==> src/rtl/fbs_pkg.sv <==
package fbs_pkg;

  localparam int          CFG_W     = 16;
  localparam logic [15:0] CFG_RESET = 16'hF94F;
  // bits that hold state; bits 9, 7, 5, 4 are tied to zero
  localparam logic [15:0] CFG_KEEP  = 16'hFD4F;

  typedef enum logic [1:0] {ST_IDLE, ST_LAT, ST_DATA} bst_e;

  // number of words for a length code, 0 meaning endless
  function automatic logic [4:0] burst_words(input logic [2:0] bl);
    case (bl)
      3'b001:  return 5'd4;
      3'b010:  return 5'd8;
      3'b011:  return 5'd16;
      default: return 5'd0;
    endcase
  endfunction

  // low-bit mask of the aligned window, 0 when no window applies
  function automatic logic [3:0] window_mask(input logic [2:0] bl);
    case (bl)
      3'b001:  return 4'h3;
      3'b010:  return 4'h7;
      3'b011:  return 4'hF;
      default: return 4'h0;
    endcase
  endfunction

  function automatic logic cfg_legal(input logic [15:0] w);
    logic lat_ok;
    logic len_ok;
    lat_ok = (w[14:11] > 4'd1);
    len_ok = (w[2:0] == 3'b001) || (w[2:0] == 3'b010) ||
             (w[2:0] == 3'b011) || (w[2:0] == 3'b111);
    return lat_ok && len_ok;
  endfunction

endpackage

==> src/rtl/fbs_cfg_reg.sv <==
module fbs_cfg_reg
  import fbs_pkg::*;
(
  input  logic              clk,
  input  logic              rst_n,
  input  logic              wr_en,
  input  logic [CFG_W-1:0]  wr_data,
  output logic [CFG_W-1:0]  cfg_q
);

  logic wr_legal;
  logic wr_take;

  assign wr_legal = cfg_legal(wr_data);
  assign wr_take  = wr_en && wr_legal;

  for (genvar b = 0; b < CFG_W; b++) begin : g_bit
    if (CFG_KEEP[b]) begin : g_ff
      logic bit_q;
      always_ff @(posedge clk or negedge rst_n) begin
        if (!rst_n)       bit_q <= CFG_RESET[b];
        else if (wr_take) bit_q <= wr_data[b];
      end
      assign cfg_q[b] = bit_q;
    end else begin : g_tie
      assign cfg_q[b] = 1'b0;
    end
  end

  // a command with a reserved code leaves the word untouched
  a_r3_reject_illegal: assert property (@(posedge clk) disable iff (!rst_n)
    (wr_en && !wr_legal) |=> $stable(cfg_q));

  // an accepted command lands with reserved bits cleared
  a_r2_accept_masked: assert property (@(posedge clk) disable iff (!rst_n)
    wr_take |=> (cfg_q == ($past(wr_data) & CFG_KEEP)));

endmodule

==> src/rtl/fbs_edge_det.sv <==
module fbs_edge_det (
  input  logic clk,
  input  logic rst_n,
  input  logic bus_clk,
  input  logic rise_sel,
  output logic tick
);

  logic bclk_q;

  always_ff @(posedge clk or negedge rst_n) begin
    if (!rst_n) bclk_q <= 1'b0;
    else        bclk_q <= bus_clk;
  end

  logic rose_w;
  logic fell_w;
  assign rose_w = bus_clk && !bclk_q;
  assign fell_w = !bus_clk && bclk_q;
  assign tick   = rise_sel ? rose_w : fell_w;

  // an active edge leaves bus_clk at the level the selected edge ends on
  a_r11_tick_level: assert property (@(posedge clk) disable iff (!rst_n)
    tick |-> (bus_clk == rise_sel));

endmodule

==> src/rtl/fbs_burst_ctl.sv <==
module fbs_burst_ctl
  import fbs_pkg::*;
#(
  parameter int AW = 6
) (
  input  logic          clk,
  input  logic          rst_n,
  input  logic          sel,
  input  logic          tick,
  input  logic          addr_vld,
  input  logic [AW-1:0] addr,
  input  logic          id_space,
  input  logic          page_mode,
  input  logic [3:0]    lat_code,
  input  logic          wait_early,
  input  logic          linear,
  input  logic [2:0]    len_code,
  output logic [AW-1:0] cur_addr,
  output logic          cur_id,
  output logic          dvalid,
  output logic          wait_act
);

  localparam int BEAT_W = 5;

  bst_e              st;
  logic [AW-1:0]     cur;
  logic              idq;
  logic [3:0]        cnt;
  logic [BEAT_W-1:0] beat;
  logic              dv;
  logic              wt;

  function automatic logic [AW-1:0] step_addr(input logic [AW-1:0] a,
                                              input logic [3:0]    m,
                                              input logic          lin);
    logic [AW-1:0] inc;
    logic [AW-1:0] mk;
    inc = a + AW'(1);
    mk  = AW'(m);
    if (lin || (m == 4'h0)) return inc;
    return (a & ~mk) | (inc & mk);
  endfunction

  // named events for the checks below
  logic [BEAT_W-1:0] words;
  logic [AW-1:0]     wmask;
  logic              wrap_on;
  logic              lat_hit;
  logic              burst_done;
  logic              sync_go;
  logic              beat_adv;
  logic              early_rel;
  logic [AW-1:0]     next_addr;

  assign words      = burst_words(len_code);
  assign wmask      = AW'(window_mask(len_code));
  assign wrap_on    = !linear && (words != '0);
  assign lat_hit    = (cnt == lat_code);
  assign burst_done = (words != '0) && (beat == words);
  assign sync_go    = sel && !page_mode && tick;
  assign beat_adv   = sync_go && (st == ST_DATA) && !burst_done;
  assign early_rel  = wait_early && ((cnt + 4'd1) == lat_code);
  assign next_addr  = step_addr(cur, window_mask(len_code), linear);

  always_ff @(posedge clk or negedge rst_n) begin
    if (!rst_n) begin
      st   <= ST_IDLE;
      cur  <= '0;
      idq  <= 1'b0;
      cnt  <= '0;
      beat <= '0;
      dv   <= 1'b0;
      wt   <= 1'b0;
    end else if (!sel) begin
      st <= ST_IDLE;
      dv <= 1'b0;
      wt <= 1'b0;
    end else if (page_mode) begin
      st  <= ST_IDLE;
      cur <= addr;
      idq <= id_space;
      dv  <= 1'b1;
      wt  <= 1'b0;
    end else if (tick) begin
      case (st)
        ST_IDLE: begin
          dv <= 1'b0;
          wt <= 1'b0;
          if (addr_vld) begin
            cur <= addr;
            idq <= id_space;
            cnt <= 4'd1;
            wt  <= 1'b1;
            st  <= ST_LAT;
          end
        end
        ST_LAT: begin
          if (lat_hit) begin
            dv   <= 1'b1;
            wt   <= 1'b0;
            beat <= BEAT_W'(1);
            st   <= ST_DATA;
          end else begin
            cnt <= cnt + 4'd1;
            wt  <= !early_rel;
          end
        end
        ST_DATA: begin
          if (burst_done) begin
            dv <= 1'b0;
            st <= ST_IDLE;
          end else begin
            if (!idq) cur <= next_addr;
            beat <= beat + BEAT_W'(1);
          end
        end
        default: st <= ST_IDLE;
      endcase
    end
  end

  assign cur_addr = cur;
  assign cur_id   = idq;
  assign dvalid   = dv;
  assign wait_act = wt;

  // WAIT never overlaps valid data
  a_r9_wait_clear_with_data: assert property (@(posedge clk) disable iff (!rst_n)
    dv |-> !wt);

  // a wrapped beat keeps the upper address bits
  a_r7_wrap_window: assert property (@(posedge clk) disable iff (!rst_n)
    (beat_adv && wrap_on && !idq) |=> (((cur ^ $past(cur)) & ~$past(wmask)) == '0));

  // a linear beat moves the address up by one
  a_r6_linear_step: assert property (@(posedge clk) disable iff (!rst_n)
    (beat_adv && !wrap_on && !idq) |=> (cur == ($past(cur) + AW'(1))));

  // the beat count never passes the programmed length
  a_r8_len_bound: assert property (@(posedge clk) disable iff (!rst_n)
    ((st == ST_DATA) && (words != '0)) |-> (beat <= words));

  // identifier bursts hold their word address
  a_r12_id_hold: assert property (@(posedge clk) disable iff (!rst_n)
    (beat_adv && idq) |=> $stable(cur));

  // deselect ends the access
  a_r13_deselect: assert property (@(posedge clk) disable iff (!rst_n)
    !sel |=> (!dv && !wt && (st == ST_IDLE)));

endmodule

==> src/rtl/fbs_burst_reader.sv <==
module fbs_burst_reader
  import fbs_pkg::*;
#(
  parameter int AW         = 6,
  parameter int ID_CFG_OFS = 5
) (
  input  logic          clk,
  input  logic          rst_n,
  input  logic          bus_clk,
  input  logic          sel,
  input  logic          addr_vld,
  input  logic [AW-1:0] addr,
  input  logic          id_space,
  input  logic          cfg_wr,
  input  logic [15:0]   cfg_wdata,
  output logic [15:0]   dout,
  output logic          dvalid,
  output logic          wait_o
);

  localparam logic [AW-1:0] ID_OFS = AW'(ID_CFG_OFS);

  logic [CFG_W-1:0] cfg_q;
  logic             tick;
  logic [AW-1:0]    cur_addr;
  logic             cur_id;
  logic             wait_act;

  function automatic logic [15:0] array_word(input logic [AW-1:0] a);
    logic [7:0] a8;
    a8 = 8'(a);
    return {~a8, a8};
  endfunction

  fbs_cfg_reg u_cfg (
    .clk     (clk),
    .rst_n   (rst_n),
    .wr_en   (cfg_wr),
    .wr_data (cfg_wdata),
    .cfg_q   (cfg_q)
  );

  fbs_edge_det u_edge (
    .clk      (clk),
    .rst_n    (rst_n),
    .bus_clk  (bus_clk),
    .rise_sel (cfg_q[6]),
    .tick     (tick)
  );

  fbs_burst_ctl #(.AW(AW)) u_ctl (
    .clk        (clk),
    .rst_n      (rst_n),
    .sel        (sel),
    .tick       (tick),
    .addr_vld   (addr_vld),
    .addr       (addr),
    .id_space   (id_space),
    .page_mode  (cfg_q[15]),
    .lat_code   (cfg_q[14:11]),
    .wait_early (cfg_q[8]),
    .linear     (cfg_q[3]),
    .len_code   (cfg_q[2:0]),
    .cur_addr   (cur_addr),
    .cur_id     (cur_id),
    .dvalid     (dvalid),
    .wait_act   (wait_act)
  );

  logic [15:0] id_word;
  assign id_word = (cur_addr == ID_OFS) ? cfg_q : 16'h0000;
  assign dout    = cur_id ? id_word : array_word(cur_addr);
  assign wait_o  = cfg_q[10] ? wait_act : !wait_act;

  // while deselected, wait_o rests at the level opposite the polarity bit
  a_r10_idle_level: assert property (@(posedge clk) disable iff (!rst_n)
    (!sel && $stable(cfg_q)) |=> (wait_o == !cfg_q[10]));

endmodule

==> config.mk <==
export PLATFORM = sky130hd
export DESIGN_NAME = fbs_burst_reader
export DESIGN_NICKNAME = d
export VERILOG_FILES = /design/src/rtl/fbs_pkg.sv /design/src/rtl/fbs_cfg_reg.sv /design/src/rtl/fbs_edge_det.sv /design/src/rtl/fbs_burst_ctl.sv /design/src/rtl/fbs_burst_reader.sv
export SDC_FILE = /design/constraint.sdc
export NUM_CORES = 1
export LEC_CHECK = 0
export CORE_MARGIN = 2
export CORE_UTILIZATION = 30
export CTS_CLUSTER_DIAMETER = 150
export DETAILED_ROUTE_END_ITERATION = 7
export DONT_BUFFER_PORTS = 1
export GPL_TIMING_DRIVEN = 1
export SYNTH_ARGS = -nofsm -noshare
export SYNTH_HDL_FRONTEND = slang
export SYNTH_SLANG_ARGS = --single-unit
==> constraint.sdc <==
create_clock -name clk -period 3 [get_ports clk]
set_clock_uncertainty 0.15 [all_clocks]
set_input_delay 0.3 -clock clk [delete_from_list [all_inputs] [get_ports clk]]
set_output_delay 0.3 -clock clk [all_outputs]
set_load 0.1 [all_outputs]
* Word level (Yosys, flattened, before mapping)
Cells that the tools add are included.
** Word-level totals
- Bits in registers :: 33
- Latch bits :: 0
- RAM bits :: 0
- Bits in read-only memories :: 0
- Input port bits :: 29
- Output and inout bits :: 18
- Logic and storage cells :: 130
- Memories :: 0
** Cells by class
- Add/subtract/negate cells :: 3
- Multipliers :: 0
- Div/mod/pow operators :: 0
- $lt $le $gt $ge :: 1
- Equal/unequal tests :: 26
- Shifts and indexed selects :: 0
- Multiplexer cells :: 44
- Bitwise logic cells :: 6
- Reduce and logical (&&, ||, !) cells :: 30
** Operator list (count)
- two-way mux 6 bit :: 7
- two-way mux 16 bit :: 2
- AND reduction 6 bit :: 3
- two-way mux 1 bit :: 17
- case mux 5 bit (3 select lines) :: 1
- == test 3 x 2 -> 1 bit, second input constant :: 4
- two-way mux 2 bit :: 6
- case mux 4 bit (3 select lines) :: 1
- case mux 6 bit (2 select lines) :: 1
- AND reduction 4 bit :: 3
- two-way mux 5 bit :: 2
- case mux 5 bit (2 select lines) :: 1
- nonzero test 2 bit :: 5
- != test 3 bit, second input constant :: 3
- == test 4 bit :: 2
- two-way mux 4 bit :: 2
- != test 4 x 3 -> 1 bit, second input constant :: 2
- inverter 6 -> 8 bit :: 1
- case mux 4 bit (2 select lines) :: 1
- adder 6 x 1 -> 6 bit, second input constant :: 1
- bitwise AND 6 x 4 -> 6 bit :: 1
- bitwise AND 6 bit :: 1
- == test 3 x 1 -> 1 bit, second input constant :: 2
- == test 6 x 3 -> 1 bit, second input constant :: 1
- 27 further kinds :: 40

* Longest topological paths before layout
Gate-level depths: netlist of run 1.
- Depth in word-level cells :: 11
- Mapped depth :: 8
- Gate-level depth less buffers :: 7

* Modules after synthesis
From an unflattened synthesis of run 1, not the netlist that was laid out.
** Second synthesis, totals
- Cell total of the unflattened synthesis :: 285
- Area total of the unflattened synthesis :: 2597.5 um^2
** Modules (own cells, without submodules)
- fbs_burst_ctl :: times used 1, cells each 177, area an instance 1527.7 um^2, sequential area each 500.5 um^2
- fbs_cfg_reg :: times used 1, cells each 56, area an instance 670.6 um^2, sequential area each 314.1 um^2
- fbs_burst_reader :: times used 1, cells each 48, area an instance 351.6 um^2, sequential area each 0.0 um^2
- fbs_edge_det :: times used 1, cells each 4, area an instance 47.5 um^2, sequential area each 25.0 um^2

* Worst setup path after synthesis of run 1
OpenSTA, ideal clock, no wires.
- Kind :: register to output
- Start :: reg u_cfg.g_bit[15].g_ff.bit_q
- End :: out dout[15]
- Data arrival time :: 2888 ps
- Data required time :: 2550 ps
- Slack :: -338 ps
- Cell stages (with the launch flop) :: 4
- Buffers on the path :: 1
- Path through :: dfstp_2 > clkbuf_1 > inv_1 > o21ai_0
** Between the ends
- Cells in the longest elaborated chain, start to end :: 2
** RTL lines
- start, declared :: RTL line fbs_cfg_reg.sv:19 : logic bit_q;
- start signal, assigned :: RTL line fbs_cfg_reg.sv:21 : if (!rst_n) bit_q <= CFG_RESET[b];
- start signal, assigned :: RTL line fbs_cfg_reg.sv:22 : else if (wr_take) bit_q <= wr_data[b];
- two-way mux 16 bit :: RTL line fbs_burst_reader.sv:71 : assign id_word = (cur_addr == ID_OFS) ? cfg_q : 16'h0000;
- two-way mux 16 bit :: RTL line fbs_burst_reader.sv:72 : assign dout = cur_id ? id_word : array_word(cur_addr);
- end, declared :: RTL line fbs_burst_reader.sv:16 : output logic [15:0] dout,
Every way passes these cells.

* Worst setup path after layout of run 1
- Start :: reg u_cfg.g_bit[0].g_ff.bit_q
- End :: reg u_ctl.dv, in the netlist u_ctl.dvalid
** Between the ends
- Cells in the longest elaborated chain, start to end :: 6
- Elaborated cells on any way between the ends :: 9
- Classes of those cells :: 5 x eq/ne; 1 x mux; 3 x reduce/logical
** RTL lines
- start, declared :: RTL line fbs_cfg_reg.sv:19
- start signal, assigned :: RTL line fbs_cfg_reg.sv:21
- start signal, assigned :: RTL line fbs_cfg_reg.sv:22
- == test 3 x 2 -> 1 bit / == test 3 x 1 -> 1 bit (equally long branches) :: RTL line fbs_pkg.sv:12 : case (bl)
- case mux 5 bit (3 select lines) (*) :: RTL line fbs_pkg.sv:12
- == test 5 bit / nonzero test 5 bit (equally long branches)
- logical AND 1 bit (*) :: RTL line fbs_burst_ctl.sv:60 : assign burst_done = (words != '0) && (beat == words);
- != test 4 x 3 -> 1 bit (no line) (*)
- AND reduction 4 bit (no line) (*)
- end signal, assigned :: RTL line fbs_burst_ctl.sv:73 : dv <= 1'b0;
- end signal, assigned :: RTL line fbs_burst_ctl.sv:77 : dv <= 1'b0;
- end signal, assigned :: RTL line fbs_burst_ctl.sv:83 : dv <= 1'b1;
- end, declared :: RTL line fbs_burst_ctl.sv:31 : logic dv;
Mark *: on every way between the ends. The rest lies on a longest branch, timed or not.
A chain may end at the register's enable or synchronous reset.

==> impl_metrics.yaml, run 1 <==
clock_network:
  post_cts_resized: 0
  post_cts_buffers: 0
  clock_latency_ps: 290
  clockBufferDepth: 2
  cts_tree: "built"
  clk_pin_slew_worst_paths_ps: 70
  numCtsBuffers: 5
  cts_max_level: 2
  cts_num_sinks: 33
  cts_hold_buf: 4
  clockRootBuffer: "clkbuf_8"
finish:
  area_growth_pct: 19.9
  n_antenna_cell: 0
  drive_gt1_share_pct: 28.8
  nets: 304
  design_area_sq_mm: 0.00270
  fin_util_pct: 37.3
power_and_ir_drop:
  ir_drop_v: 0.000341
  combPwrFrac_pct: 48.7
  p_leak_nw: 1.08
  switching_share_pct: 50.4
  p_clk_share_pct: 16.6
  p_int_w: 0.00105
  power_density_mw_per_mm2: 783
  seqPwrFrac_pct: 34.7
  switchingPower_w: 0.00107
global_routing:
  grt_use_total_pct: 13.9
  grt-ovfl-total: 0
  use_met3_pct: 2.92
  busiest_layer: "met2"
  grt_pass1_wl_um: 9140
  grt_max_degree: 34
  grtUsageMet2_pct: 23.9
  grt.met1_usage_pct: 17.6
  antenna_found_initial: 0
  grt_pass1_vias: 1810
hold_path:
  holdCritPathClass: "in2reg"
  whs_path_depth: 1
worst_setup_path:
  cp-start-kind: "register"
  cp_max_fo: 12
  critPathSlowestCell: "dfstp_2"
  cp_data_arrival_time_ps: 2330
  rr_worst_depth: 5
  crit_path_max_incr_delay_ps: 660
  cp.required_ps: 3020
  worstPathCellList: "nor4bb_1 -> nor2b_1 -> o21ai_1 -> a2111o_1 -> o311a_1"
  cp_top_family: "compound AO/OA/AOI/OAI gates"
  cp_num_buf_inv: 0
  end_kind: "register"
  criticalPathCategory: "reg2reg"
  cp.depth: 5
routing:
  drtPass1Iterations: 4
  vias: 1894
  wl_per_cell_um: 15.1
  drc: 0
  drtAntennaViolNets: 0
  wirelength_um: 5540
  first_iter_violations: 109
  viasPerCell: 5.17
logic_synthesis:
  synth.cell_area_sq_mm: 0.00225
  ys_seq_elements: 33
  postSynthCellCount: 250
  yosys.area.top_type: "dfrtp_1"
  yosys_warnings: 0
  synth_top_area_share_pct: 24.4
  ys.flop_type: "dfrtp_1"
  postSynthAreaPerCell_sq_um: 9.02
  synth.distinct_cells: 53
  synthTopCellsByArea: "dfrtp_1 (24%), dfstp_2 (13%), nand2_1 (6.3%), mux2_2 (6.0%), ha_1 (5.0%)"
  synth_edf_count: 0
  yosysSeqAreaShare_pct: 37.2
  synth_nets: 288
  synthArstFlopShare_pct: 100
run_status:
  run_status: "complete, no violations"
sta:
  finalHoldViolations: 0
  setup_viol: 0
  slew_headroom_pct: 38.9
  clock.fmax_mhz: 434
  period_needed_ps: 2310
  timing.final.crit_share_pct: 76.9
  fin_tns_setup_ps: 0
  rsz0062_at_grt: "false"
  worstMarginPinSlew_ps: 916
  finalMaxSlewViolations: 0
die:
  coreArea_sq_mm: 0.00725
  ios: 47
  fp.dieArea_sq_mm: 0.00822
  die_w_um: 90.7
  die_y_um: 90.7
  initial_core_util_pct: 31.1
  rows: 31
place:
  dpl_cell_area_sq_mm: 0.00255
  dpl.hpwl_um: 4150
  place.gp.congestion: 0.812
  io_buffer_count: 0
job:
  max-cap-violations: 0
## power groups by stage
stage | clock [W] | sequential [W] | combinational [W]
6_report | 0.000352 | 0.000734 | 0.00103
5_1_grt | 0.000382 | 0.000752 | 0.00109
3_5_place_dp | 0 | 0.000740 | 0.00102
3_3_place_gp | 0 | 0.000734 | 0.00101
4_1_cts | 0.000359 | 0.000732 | 0.00104
2_1_floorplan | 0 | 0.000644 | 0.000868
## flip-flops by register name, summed over array words and instances, names as in the netlist, named ones only
| signal | cells |
|---|---|
| u_ctl.wait_act | 1 |
| u_ctl.dvalid | 1 |
| u_ctl.beat | 5 |
| u_edge.bclk_q | 1 |
| u_ctl.st | 2 |
| u_ctl.cur_addr | 3 |
| u_cfg.g_bit.g_ff.bit_q | 12 |
| u_ctl.cnt | 4 |
| u_ctl.cur_id | 1 |
## per-layer routing
metal | vias to the layer above | wire [um]
li1 | 929 | -
met1 | 928 | 2510
met2 | 31 | 2800
met3 | 6 | 187
met4 | 0 | 44
met5 | - | 0
## cell usage in the layout (no fill, tap or decap), drive strengths merged, types with 9 or more instances in the layout
| master | instances |
|---|---|
| ha | 9 |
| nand2 | 38 |
| buf | 22 |
| o21ai | 14 |
| inv | 13 |
| dfstp | 11 |
| o22ai | 12 |
| nand3 | 11 |
| dfrtp | 22 |
| mux2 | 12 |
## layout make-up
cell class / instances / area (sq um)
fill: 739 / 4550
sequential: 33 / 840
inverter: 13 / 48.8
multi-input combinational: 187 / 1380
clock buffer: 8 / 90.1
tap: 99 / 124
timing repair buffer: 26 / 218
## path summary, 6_finish.rpt
kind                                                  startpoint                                     end  slack, ps
setup / recovery           u_cfg.g_bit[0].g_ff.bit_q$_DFFE_PN1P_                u_ctl.dvalid$_DFFE_PN0P_        690
hold / removal                                     cfg_wdata[10]  u_cfg.g_bit[10].g_ff.bit_q$_DFFE_PN0P_          7
setup reg to reg           u_cfg.g_bit[0].g_ff.bit_q$_DFFE_PN1P_                u_ctl.dvalid$_DFFE_PN0P_        690
hold reg to reg            u_cfg.g_bit[2].g_ff.bit_q$_DFFE_PN1P_   u_cfg.g_bit[2].g_ff.bit_q$_DFFE_PN1P_        360
max in group asynchronous                                  rst_n  u_cfg.g_bit[14].g_ff.bit_q$_DFFE_PN1P_       2130
min in group asynchronous                                  rst_n              asynchronous set/reset pin        300
## kinds of logic (layout without fill, tap and decap cells)
kind of cell    after synthesis  after routing  share of synthesized area (%)
compound gates               61             61                           19.3
xor+xnor                     12             12                           4.66
fa+ha+maj                    10             10                           5.44
buf+inv                      30             47                           5.38
flops                        33             33                           37.2
mux                          15             15                           7.33
other cells                   1              1                          0.166
simple gates                 88             88                           20.5
## synthesized netlist by cell type (all sizes together), types with 3 or more instances
| cell type | n |
|---|---|
| nand2b | 3 |
| inv | 13 |
| xnor2 | 7 |
| dfrtp | 22 |
| dfstp | 11 |
| a31oi | 4 |
| ha | 9 |
| nor2 | 7 |
| o22ai | 12 |
| nor2b | 6 |
| nand3 | 11 |
| clkbuf | 11 |
| o21ai | 14 |
| nand4 | 5 |
| mux2i | 3 |
| buf | 6 |
| a21oi | 7 |
| o2111ai | 4 |
| nand2 | 38 |
| a21o | 4 |
| xor2 | 5 |
| mux2 | 12 |
## through the flow
step,power (W),setup WS [ps],std cells,hold WS (ps)
floorplan,0.00151,94.9,250,-146
global placement,0.00175,751,353,-143
detailed placement,0.00176,729,353,-143
CTS,0.00213,713,365,0.348
global route,0.00223,544,366,1.91
finish,0.00212,694,366,7.25
Power figures use the tool's default switching activity.
==> run 2, diff against run 1 <==
ABC_AREA = 1   (was unset)
clock period = 2.4 ns   (was 3 ns; I/O delays follow)
==> impl_metrics.yaml, run 2 <==
place:
  dpl_cell_area_sq_mm: 0.00278
  io_buffer_count: 0
  dpl.hpwl_um: 4640
  place.gp.congestion: 0.909
die:
  initial_core_util_pct: 30.6
  rows: 32
  coreArea_sq_mm: 0.00761
  ios: 47
  die_y_um: 92.0
  die_w_um: 92.0
  fp.dieArea_sq_mm: 0.00847
worst_setup_path:
  cp-start-kind: "register"
  cp.required_ps: 2010
  reg2reg_from: "u_ctl.st[0]$_DFFE_PN0P_"
  criticalPathCategory: "reg2out"
  cp_data_arrival_time_ps: 1860
  end_kind: "output port"
  cp_max_fo: 6
finish:
  layout.cells.most_common: "nand2_1"
  drive_gt1_share_pct: 22.9
  fin_util_pct: 40.3
  area_growth_pct: 32.0
  largestRegisters: "u_cfg.g_bit.g_ff.bit_q (12), u_ctl.beat (5), u_ctl.cnt (4)"
  n_antenna_cell: 0
  most-common-layout-cells: "nand2_1 (87), inv_1 (34), nand3_1 (32)"
  top_register: "u_cfg.g_bit.g_ff.bit_q"
  largest_reg_flops: 12
  n_fill_cell: 783
  design_area_sq_mm: 0.00307
  nets: 395
sta:
  timing.final.crit_share_pct: 93.7
  finalHoldViolations: 0
  fin_tns_setup_ps: 0
  finalMaxSlewViolations: 0
  rsz0062_at_grt: "false"
  clock.fmax_mhz: 445
  setup_viol: 0
  period_needed_ps: 2250
logic_synthesis:
  synthTopCellsByArea: "dfrtp_1 (24%), nand2_1 (14%), dfstp_2 (12%), nand3_1 (6.9%), inv_1 (5.5%)"
  yosys.area.top_type: "dfrtp_1"
  yosys_warnings: 0
  postSynthCellCount: 318
  ys.flop_type: "dfrtp_1"
  synthAdderAreaFrac_pct: 4.84
  yosysSeqAreaShare_pct: 36.1
  yosys.area_share.simple_pct: 35.0
  ys_seq_elements: 33
  synth_top_family_by_area: "simple AND/OR/NAND/NOR gates"
  synth_top_area_share_pct: 23.7
  yosys-mux-area-fraction_pct: 0.969
  synth_compound_area_share_pct: 10.4
  synth_most_common_cell: "nand2_1"
  synth_common_cells: "nand2_1 (88), inv_1 (34), nand3_1 (32)"
  synth.distinct_cells: 35
  synth.cell_area_sq_mm: 0.00232
  synthArstFlopShare_pct: 100
  postSynthAreaPerCell_sq_um: 7.31
  synth_nets: 356
  synth_edf_count: 0
  post_synth_xor_area_fraction_pct: 5.22
clock_network:
  cts_tree: "built"
  clockBufferDepth: 2
  clock_latency_ps: 290
  cts_max_level: 2
  cts_num_sinks: 33
  numCtsBuffers: 5
  clockRootBuffer: "clkbuf_8"
  clk_pin_slew_worst_paths_ps: 70
power_and_ir_drop:
  power_density_mw_per_mm2: 933
  ir_drop_v: 0.000301
  p_leak_nw: 1.39
routing:
  drtPass1Iterations: 4
  viasPerCell: 4.85
  wirelength_um: 6130
  wl_per_cell_um: 13.3
  dr_wl_met2_um: 2870
  vias: 2230
  drtAntennaViolNets: 0
  drc: 0
  highest_layer: "met4"
  first_iter_violations: 98
  wl_met3_um: 451
  met1_length_um: 2700
global_routing:
  grt_pass1_wl_um: 10300
  grt_use_total_pct: 15.2
  grt-ovfl-total: 0
  grt_pass1_vias: 2170
  grt_max_degree: 34
  antenna_found_initial: 0
run_status:
  run_status: "complete, no violations"
job:
  max-cap-violations: 0
hold_path:
  min_from: "sel"
  holdCritPathClass: "in2reg"
## run 2: cell types whose count changed after synthesis, sizes merged, moves of 10 or more
cell   previous run  this run
nand2            38        92
inv              13        38
nand3            11        34
nor2              7        29
mux2             12         2
## run 2: cell type report
type / instances / area (sq um) / share of cell area [%]
repair buffers: 38 / 460 / 15.0
inverters: 38 / 143 / 4.65
clock buffers: 7 / 86.3 / 2.81
multi-input cells: 241 / 1380 / 45.0
well taps: 102 / 128 / 4.16
clock inverters: 1 / 30.0 / 0.978
flip-flops and latches: 33 / 841 / 27.4
## run 2: cells by family after synthesis
kind of cell,after synthesis
XOR/XNOR,13
other,1
flip-flops,33
multiplexers,2
AO/OA/AOI/OAI,42
buffers and inverters,44
AND/OR/NAND/NOR,174
adder cells (fa/ha/maj),9
## run 2: critical path, stage by stage, from the launching register on
cell and delay [ps]:
dfrtp_2 450, inv_1 100, ha_1 150, nand3_1 90, nor3_2 170, buf_4 180, nand2_1 70, a21oi_2 170
buf_12 190
## run 2: through the flow
step	std cells	total power [W]	hold slack, ps	worst slack, ps
floorplan	318	0.00182	-206	-662
global placement	436	0.00227	-205	413
detailed placement	436	0.00229	-204	378
CTS	460	0.00289	0.378	56.3
global route	460	0.00301	20.7	28.1
finish	460	0.00286	9.86	151
## run 2: per-layer routing
metal | GRT usage, % | up-vias
met3 | 3.94 | 12
met2 | 25.1 | 77
li1 | - | 1115
met4 | 5.22 | 0
met1 | 19.2 | 1026
met5 | 0 | -
## run 2: final timing paths
| path | to | slack, ps | cells past startpoint |
|---|---|---|---|
| worst max register to register | u_ctl.cur_addr[4]$_DFFE_PN0P_ | 340 | 10 |
| worst min register to register | u_ctl.st[1]$_DFFE_PN0P_ | 360 | 2 |
| worst max-delay path | dout[13] | 150 | 8 |
| min in group asynchronous | u_cfg.g_bit[10].g_ff.bit_q$_DFFE_PN0P_ | 280 | 2 |
| worst min-delay path | u_ctl.cur_id$_DFFE_PN0P_ | 10 | 3 |
| max in group asynchronous | u_cfg.g_bit[6].g_ff.bit_q$_DFFE_PN1P_ | 1580 | 2 |
## run 2: what timing repair did
item / CTS / global route
hold buffers: 16 / 0
buffers inserted: 0 / 0
hold endpoints to repair: 47 / 0
endpoints found under the setup margin: 0 / 6
gates resized for setup: 0 / 2
## run 2: power breakdown
group	internal (W)	leakage [nW]	switching (W)
logic	0.000474	0.935	0.00103
clock network	0.000339	0.0585	0.000211
registers	0.000677	0.400	0.000139
==> run 3, diff against run 2 <==
REMOVE_ABC_BUFFERS = 1   (was unset)
==> impl_metrics.yaml, run 3 (same netlist as run 2, synthesis figures left out) <==
worst_setup_path:
  cp-start-kind: "register"
  criticalPathCategory: "reg2out"
  cp.required_ps: 2010
  cp_data_arrival_time_ps: 1880
  end_kind: "output port"
  cp_max_fo: 6
routing:
  drtAntennaViolNets: 0
  first_iter_violations: 79
  drtPass1Iterations: 5
  viasPerCell: 4.75
  wirelength_um: 6050
  wl_per_cell_um: 13.2
  drc: 0
  vias: 2176
finish:
  regArea_sq_um: 842
  largestRegisters: "u_cfg.g_bit.g_ff.bit_q (12), u_ctl.beat (5), u_ctl.cnt (4)"
  n_fill_cell: 770
  nets: 393
  area_growth_pct: 33.9
  top_register: "u_cfg.g_bit.g_ff.bit_q"
  n_antenna_cell: 0
  most-common-layout-cells: "nand2_1 (87), inv_1 (34), nand3_1 (32)"
  layout.cells.most_common: "nand2_1"
  multi_input_area_sq_mm: 0.00139
  drive_gt1_share_pct: 23.9
  largest_reg_flops: 12
global_routing:
  grt_pass1_vias: 2094
  grtUsageMet2_pct: 25.2
  grt.met1_usage_pct: 18.5
  busiest_layer: "met2"
  use_met3_pct: 4.03
  grt-ovfl-total: 0
  antenna_found_initial: 0
  grt_max_degree: 34
  grt_use_total_pct: 14.8
  grt_pass1_wl_um: 9980
clock_network:
  clk_pin_slew_worst_paths_ps: 70
  clock_latency_ps: 290
  clockBufferDepth: 2
  cts_max_level: 2
  cts_tree: "built"
  cts_num_sinks: 33
  post_cts_buffers: 0
  clockRootBuffer: "clkbuf_8"
  numCtsBuffers: 5
sta:
  fin_tns_setup_ps: 0
  period_needed_ps: 2270
  rsz0062_at_grt: "false"
  setup_viol: 0
  timing.final.crit_share_pct: 94.6
  clock.fmax_mhz: 440
  worstMarginPinSlew_ps: 839
  finalHoldViolations: 0
  slew_headroom_pct: 44.1
  finalMaxSlewViolations: 0
hold_path:
  holdCritPathClass: "in2reg"
place:
  place.gp.congestion: 0.875
  dpl.hpwl_um: 4540
  io_buffer_count: 0
die:
  rows: 32
  die_y_um: 92.0
  coreArea_sq_mm: 0.00761
  initial_core_util_pct: 30.6
  ios: 47
  die_w_um: 92.0
  fp.dieArea_sq_mm: 0.00847
power_and_ir_drop:
  power_density_mw_per_mm2: 955
  total_power_w: 0.00297
  ir_drop_v: 0.000336
  p_leak_nw: 1.41
job:
  max-cap-violations: 0
run_status:
  run_status: "complete, no violations"
==> run 3: changes by cell type in the layout (fill, tap and decap cells not counted), sizes merged <==
cell	delta
clkinv	+1
dlygate4sd3	-2
bufinv	+1
clkbuf	-2
==> run 3: repair_timing <==
item	in CTS	in global routing
hold endpoints to repair	45	0
resized for setup	1	2
setup endpoints to repair	5	9
hold buffers	14	0
==> run 3: final timing paths <==
kind,start,end,slack [ps],depth (start not counted)
setup / recovery,register,dout[1],130,7
max in group asynchronous,rst_n,u_cfg.g_bit[2].g_ff.bit_q$_DFFE_PN1P_,1600,2
hold / removal,id_space,u_ctl.cur_id$_DFFE_PN0P_,6,2
setup reg to reg,u_ctl.st[0]$_DFFE_PN0P_,u_ctl.cur_addr[5]$_DFFE_PN0P_,330,10
hold reg to reg,u_ctl.beat[4]$_DFFE_PN0P_,u_ctl.beat[4]$_DFFE_PN0P_,360,2
min in group asynchronous,rst_n,u_ctl.cur_id$_DFFE_PN0P_,250,2
==> run 3: critical path, cell delays in order, from the launching register on <==
cell and delay (ps):
dfrtp_2 460, inv_1 100, ha_1 140, nand3_1 90, nor3_2 170, nand2_2 200, o22ai_2 220, buf_12 210
==> run 3: final cells by class <==
class                           instances  area share (%)
Sequential cell                        33            27.1
Timing Repair Buffer                   36            15.4
Clock buffer                            5            2.21
Multi-Input combinational cell        241            44.6
Inverter                               38            4.58
Clock inverter                          3            2.09
Tap cell                              102            4.10
==> run 3: per-layer routing <==
| layer | part of all wire [%] | up-vias |
|---|---|---|
| met3 | 6.3 | 8 |
| li1 | - | 1112 |
| met5 | 0 | - |
| met1 | 44 | 1005 |
| met4 | 1.4 | 0 |
| met2 | 48 | 51 |
==> run 3: per-stage QoR <==
stage          instances  area (sq um)  hold WS [ps]  setup WS, ps  utilization (%)
6_report             458          3110          5.90           129             40.9
5_1_grt              458          3110          11.4          6.12             40.9
4_1_cts              458          3110          12.6          70.5             40.9
3_5_place_dp         436          2820          -203           267             37.1
3_3_place_gp         436          2820          -204           288             37.1
2_1_floorplan        312          2300          -206          -822                -
==> run 3: power breakdown <==
part	leakage, nW	total (W)	switching (W)	internal [W]
Combinational	0.941	0.00152	0.00102	0.000499
Sequential	0.399	0.000824	0.000146	0.000678
Clock	0.0681	0.000628	0.000215	0.000413
Total	1.41	0.00297	0.00138	0.00159
